$ cat src/rtl/line_fill_seq.sv
module line_fill_seq #(
  parameter int ADDR_W = 32
) (
  input  logic              clk,
  input  logic              rst_n,
  input  logic              miss_valid,
  input  logic [ADDR_W-1:0] miss_addr,
  input  logic              order_first,
  input  logic              burst_mode,
  output logic              busy,
  output logic              mem_req,
  output logic [ADDR_W-1:0] mem_addr,
  input  logic [31:0]       mem_rdata,
  output logic              cpu_valid,
  output logic [31:0]       cpu_data,
  output logic              done,
  output logic [127:0]      line_data,
  input  logic [ADDR_W-1:0] lk_addr,
  output logic              lk_hit,
  output logic [31:0]       lk_data
);
  localparam int LW = ADDR_W - 4;

  logic          busy_q, done_q, cnt_q, first_q, burst_q;
  logic [LW-1:0] line_q;
  logic [1:0]    req_off, beat;
  logic [3:0]    vmask;
  logic [31:0]   words [4];
  logic [1:0]    cur_off;
  logic          cap;

  assign cur_off   = first_q ? (req_off ^ beat) : (req_off + 2'd1 + beat);
  assign cap       = busy_q && (cnt_q || (burst_q && beat != 2'd0));
  assign busy      = busy_q;
  assign mem_req   = busy_q;
  assign mem_addr  = {line_q, cur_off, 2'b00};
  assign cpu_valid = cap && (cur_off == req_off);
  assign cpu_data  = mem_rdata;
  assign done      = done_q;
  assign line_data = {words[3], words[2], words[1], words[0]};
  assign lk_hit    = (lk_addr[ADDR_W-1:4] == line_q) && vmask[lk_addr[3:2]];
  assign lk_data   = words[lk_addr[3:2]];

  always_ff @(posedge clk or negedge rst_n) begin
    if (!rst_n) begin
      busy_q  <= 1'b0;
      done_q  <= 1'b0;
      cnt_q   <= 1'b0;
      first_q <= 1'b0;
      burst_q <= 1'b0;
      line_q  <= '0;
      req_off <= '0;
      beat    <= '0;
      vmask   <= '0;
      for (int i = 0; i < 4; i++) words[i] <= '0;
    end else begin
      done_q <= 1'b0;
      if (!busy_q && miss_valid) begin
        busy_q  <= 1'b1;
        line_q  <= miss_addr[ADDR_W-1:4];
        req_off <= miss_addr[3:2];
        first_q <= order_first;
        burst_q <= burst_mode;
        beat    <= '0;
        cnt_q   <= 1'b0;
        vmask   <= '0;
      end else if (cap) begin
        words[cur_off] <= mem_rdata;
        vmask[cur_off] <= 1'b1;
        cnt_q          <= 1'b0;
        beat           <= beat + 2'd1;
        if (beat == 2'd3) begin
          busy_q <= 1'b0;
          done_q <= 1'b1;
        end
      end else if (busy_q) begin
        cnt_q <= 1'b1;
      end
    end
  end

  a_r6_single_forward: assert property (@(posedge clk) disable iff (!rst_n)
    cpu_valid |=> !cpu_valid);
  a_r6_forward_in_fill: assert property (@(posedge clk) disable iff (!rst_n)
    cpu_valid |-> busy);
  a_r7_done_pulse: assert property (@(posedge clk) disable iff (!rst_n)
    done |=> !done);
  a_r7_busy_ends_with_done: assert property (@(posedge clk) disable iff (!rst_n)
    $fell(busy) |-> done);
  a_r8_line_locked: assert property (@(posedge clk) disable iff (!rst_n)
    (busy && miss_valid) |=> $stable(line_q));
  a_r4_addr_held: assert property (@(posedge clk) disable iff (!rst_n)
    (busy && !cap) |=> $stable(mem_addr));
  a_r9_mask_only_on_capture: assert property (@(posedge clk) disable iff (!rst_n)
    (busy && !cap) |=> $stable(vmask));
endmodule

$ cat config.mk
export PLATFORM = sky130hd
export DESIGN_NAME = line_fill_seq
export DESIGN_NICKNAME = d
export VERILOG_FILES = /design/src/rtl/line_fill_seq.sv
export SDC_FILE = /design/constraint.sdc
export NUM_CORES = 1
export LEC_CHECK = 0
export CORE_ASPECT_RATIO = 0.7
export CORE_MARGIN = 5
export CORE_UTILIZATION = 43
export CTS_CLUSTER_DIAMETER = 100
export DETAILED_ROUTE_END_ITERATION = 12
export GPL_TIMING_DRIVEN = 0
export PLACE_DENSITY_LB_ADDON = 0.15
export RECOVER_POWER = 100
export SLEW_MARGIN = 15
export SYNTH_ARGS = -nofsm -noshare
export SYNTH_HDL_FRONTEND = slang
export SYNTH_SLANG_ARGS = --single-unit
export TNS_END_PERCENT = 5
$ cat constraint.sdc
create_clock -name clk -period 3.2 [get_ports clk]
set_clock_uncertainty 0.2 [all_clocks]
set_input_delay 0.64 -clock clk [delete_from_list [all_inputs] [get_ports clk]]
set_output_delay 0.64 -clock clk [all_outputs]
set_load 0.02 [all_outputs]
### Word-level counts from Yosys, hierarchy flattened

Index checks and enable logic that the tools add are counted.

| cells by class | value |
|---|---|
| add/subtract/negate cells | 3 |
| $lt $le $gt $ge | 6 |
| eq/ne operators | 3 |
| mux-type cells | 24 |
| bitwise gates (word level) | 5 |
| reductions and logical operators | 15 |

Operator list:

| kind | count |
|---|---|
| $bwmux 128 | 1 |
| $mux 32 | 3 |
| $bmux 32 s2 | 1 |
| $demux 32 s2 | 1 |
| $eq 28x28->1 | 1 |
| $mux 1 | 11 |
| $mux 4 | 2 |
| $logic_and 1x1->1 | 7 |
| $ge 3x3->1 const B | 2 |
| $lt 2x3->1 const B | 2 |
| $mux 2 | 3 |
| $not 2->3 | 2 |
| $reduce_bool 2->1 | 3 |
| $add 2x1->2 const B | 2 |
| $or 4x4->4 | 1 |
| $reduce_and 2->1 | 2 |
| $lt 3x1->1 const B | 1 |
| $reduce_bool 3->1 | 1 |
| $add 2x2->2 | 1 |
| $bmux 1 s2 | 1 |
| $demux 1 s2 | 1 |
| $eq 2x2->1 | 1 |
| $eq 2x2->1 const B | 1 |
| $ge 2x1->1 const B | 1 |
| 4 further kinds | 4 |

| word-level totals | value |
|---|---|
| register bits | 169 |
| word-level logic and storage cells | 69 |

### Longest topological paths before layout

| depth | value |
|---|---|
| depth in word-level cells | 10 |
| mapped depth | 8 |

### Worst setup path after synthesis

No wires, ideal clock.

| timing | value |
|---|---|
| kind | input to output |
| start point | input lk_addr[3] |
| end point | output lk_hit |
| arrival time | 1.858 ns |
| path slack | 0.502 ns |
| stages | 4 |
| path buffers | 1 |
| cell sequence | clkbuf_1 > mux4_2 > nand2_1 > nor4_1 |

| between the ends | value |
|---|---|
| word-level cells in the longest chain between the ends | 3 |

RTL lines:

| what | line | RTL |
|---|---|---|
| start, declared | 18 | `input logic [ADDR_W-1:0] lk_addr,` |
| $bmux 1 s2 | 41 | `assign lk_hit = (lk_addr[ADDR_W-1:4] == line_q) && vmask[lk_addr[3:2]];` |
| $mux 1 (implied by the code) | 41 |  |
| $logic_and 1x1->1 | 41 |  |
| end, declared | 19 | `output logic lk_hit,` |

Every way passes these cells. The select of a mux whose other input is x is not followed.

### Worst setup path in the final report

| timing | value |
|---|---|
| start point | input lk_addr[3] |
| end point | output lk_data[6] |

| between the ends | value |
|---|---|
| word-level cells in the longest chain between the ends | 4 |

RTL lines:

| what | line | RTL |
|---|---|---|
| $not 2->3 (implied by the code) | 42 | `assign lk_data = words[lk_addr[3:2]];` |
| $bmux 32 s2 | 42 |  |
| $mux 32 (implied by the code) (2 in a row) | 42 |  |
| end, declared | 20 | `output logic [31:0] lk_data` |

Every way passes these cells. The select of a mux whose other input is x is not followed.

==> flow_metrics.py <==
metrics = {
    "grt": {
        "grt_antenna_before_repair": 0,
        "grt_first_pass_wirelength_um": 35870,
        "grt_overflow_total": 0,
        "grt_pass1_vias": 6188,
        "grt_start_max_net_pins": 94,
        "gr-usage-all-layers_pct": 22.46,
    },
    "timing": {
        "finalSetupTns_ns": 0,
        "maxSlewViolCount": 78,
        "clock.fmax_mhz": 322.4,
        "slew_headroom_pct": -27.46,
        "fin_ws_ns": 0.09832,
        "hold_viol": 0,
        "timing.final.crit_share_pct": 96.93,
        "tightest_slew_ns": 1.912,
        "hold_ws_ns": 0.2738,
        "setup_viol": 0,
        "fin_crit_ns": 3.102,
    },
    "pwr": {
        "power.share.sequential_pct": 28.0,
        "p_int_mw": 8.922,
        "clkPwrFrac_pct": 14.8,
        "vdd_drop_max_mv": 0.5901,
        "p_switching_mw": 6.001,
        "netSwitchingFraction_pct": 40.21,
        "p_comb_share_pct": 57.2,
        "leakage_nw": 5.165,
        "p_per_area_mw_per_mm2": 1250,
    },
    "clock_tree": {
        "cts_tree": "done",
        "clk_latency_ns": 0.42,
        "cts_max_level": 4,
        "numCtsBuffers": 17,
        "clkSlewWorstSetupHoldPaths_ns": 0.06,
        "root_buffer": "clkbuf_16",
        "clock_tree.buffer_depth": 2,
        "clock_sinks": 169,
        "postCtsSetupBuffers": 0,
    },
    "detailed_routing": {
        "vias_per_cell": 5.067,
        "post_drt_wl_per_cell_um": 20.68,
        "firstDrtPassIters": 4,
        "vias": 5852,
        "wl_um": 23880,
        "initialDrtViolationCount": 200,
        "ant_nets": 0,
        "drc": 0,
    },
    "final_layout": {
        "final_net_count": 1010,
        "drive_gt1_share_pct": 26.12,
        "diodes": 0,
        "syn_to_final_growth_pct": 52.36,
    },
    "critical_path": {
        "regToRegSetupSlack_ns": 0.25,
        "worstPathArrival_ns": 2.26,
        "crit_fanout": 10,
        "endpoint_kind": "output port",
        "critPathLaunch": "lk_addr[3]",
        "crit_type": "primary input to output port",
        "cp_data_required_time_ns": 2.36,
        "ff2ff_path_depth": 7,
        "timing.rr.end": "line_data[106]$_DFFE_PN0P_",
        "worst_setup_path_start_kind": "primary input",
        "reg2reg_from": "beat[0]$_DFFE_PN0P_",
    },
    "worst_hold_path": {
        "min_to": "vmask[3]$_DFFE_PN0P_",
        "hold_class": "flip-flop to flip-flop",
        "hp-start": "vmask[3]$_DFFE_PN0P_",
        "holdPathStages": 1,
    },
    "logic_synthesis": {
        "synth_simple_gate_area_share_pct": 6.596,
        "synth_xor_area_share_pct": 3.865,
        "synth_compound_area_share_pct": 0.8944,
        "synth.distinct_cells": 33,
        "yosys_warnings": 0,
        "synth_top_family_by_area": "multiplexers",
        "syn_area_mm2": 0.007834,
        "syn_inst": 564,
        "synth_adder_area_share_pct": 0.4792,
        "ys_seq_area_share_pct": 53.98,
        "synth_mux_area_share_pct": 27.89,
        "ys_seq_elements": 169,
        "postSynthAreaPerCell_um2": 13.89,
    },
    "floorplanning": {
        "start_util_pct": 43.63,
        "rows": 41,
        "die_h_um": 122.9,
        "core_mm2": 0.01795,
        "die_area_mm2": 0.02106,
        "ios": 330,
        "die_w_um": 171.3,
    },
    "run_status": {
        "violations": "capacitance limit, slew limit",
        "status": "finished, violations left",
    },
    "placed_design": {
        "post-place-ws_ns": -0.2909,
        "io_buffer_count": 321,
        "place.gp.congestion": 0.8841,
        "dpl.hpwl_um": 18430,
    },
    "flow_run": {
        "maxCapViolCount": 1,
    },
}
## worst max-delay path by stage
stage	to	slack (ns)
after global placement	line_data[85]$_DFFE_PN0P_	-5.38
after detailed placement	lk_data[13]	-0.29
after floorplan	lk_hit	0.50
after CTS	lk_data[13]	-0.01
final	lk_data[6]	0.1
after global routing	lk_data[6]	-0.003
## power groups by stage
stage | Clock [mW] | Combinational [mW] | Sequential, mW
3_3_place_gp | 0 | 9.08 | 4.17
3_5_place_dp | 0 | 9.27 | 4.25
5_1_grt | 2.35 | 9.08 | 4.33
4_1_cts | 2.26 | 9.33 | 4.23
2_1_floorplan | 0 | 4.16 | 5.27
6_report | 2.21 | 8.54 | 4.17
## cell families after synthesis
family / after synthesis
buffers and inverters: 70
adder cells (fa/ha/maj): 3
multiplexers: 161
AO/OA/AOI/OAI: 10
AND/OR/NAND/NOR: 118
XOR/XNOR: 32
other: 1
flip-flops: 169
## cell usage after synthesis (all sizes together)
library cell  instances  area, µm²
a21o                  3      22.52
a21oi                 1      5.000
buf                  54      429.2
clkbuf                9      33.78
conb                  1      3.750
dfrtp               169       4229
ha                    3      37.54
inv                   7      26.27
mux2                128       1441
mux4                 33      743.2
nand2                95      356.6
nand2b                1      6.260
nand3                 2      10.01
nand4                 3      18.77
nor2                  6      22.52
nor2b                 1      6.260
nor3                  2      21.27
nor3b                 2      37.54
nor4                  6      37.54
o2111a                1      11.26
o21a                  1      7.510
o21ai                 4      23.77
xnor2                11      103.9
xnor3                 1      23.77
xor2                 20      175.2
## registers in the layout, summed over array words and instances (netlist names)
register,count
busy,1
cnt_q,1
line_q,28
burst_q,1
req_off,2
line_data,128
first_q,1
vmask,4
beat,2
done,1
## layout by cell type, fill, tap and decap left out, types with 2 or more instances in the layout
master	n
bufinv_16	4
xor2_1	20
xnor2_1	10
nand2_1	95
mux4_2	33
clkbuf_1	14
buf_4	36
clkbuf_2	10
clkinv_4	3
ha_1	3
conb_1	2
mux2_2	118
dfrtp_1	169
clkbuf_8	3
nor2_1	6
nand4_1	3
clkdlybuf4s50_1	124
buf_1	2
mux2_1	10
buf_6	3
a21o_1	3
clkinv_2	3
dlygate4sd3_1	194
clkbuf_16	17
nand3_1	2
o21ai_0	3
nor4_1	5
inv_1	7
## repair_timing
item / in CTS / in global routing
endpoints found under the hold margin: 0 / 0
pin swaps: 1 / 0
gates resized for setup: 10 / 9
hold buffers: 0 / 0
endpoints found under the setup margin: 33 / 9
## worst max-delay path, cell delays in order
cell and delay, ns:
clkbuf_1 0.30, buf_2 0.37, mux4_2 0.35, clkdlybuf4s50_1 0.60
## cell type report
type	instances	area [µm²]
buffer	63	402.9
clock buffer	21	470.5
clock inverter	11	168.9
fill	1339	6020
inverter	7	26.28
multi-input combinational	326	3131
sequential	169	4229
tap	236	295.3
timing repair buffer	322	3212
## per-stage QoR
| step | util, % | power, mW | std cells | area (µm²) |
|---|---|---|---|---|
| 5_1_grt | 66.47 | 15.76 | 1155 | 11940 |
| 6_report | 66.47 | 14.92 | 1155 | 11940 |
| 3_3_place_gp | 63.19 | 13.25 | 1122 | 11350 |
| 3_5_place_dp | 63.37 | 13.51 | 1123 | 11380 |
| 2_1_floorplan | - | 9.428 | 565 | 7838 |
| 4_1_cts | 67.05 | 15.82 | 1155 | 12040 |
## per-layer routing
metal / share of wire (%) / vias up / track usage (%)
met4: 1.4 / 0 / 6.432
li1: - / 2626 / -
met1: 41 / 2963 / 28.48
met5: 0 / - / 0
met2: 49 / 236 / 37.02
met3: 8.9 / 27 / 7.734
(Power assumes the default switching activity.)
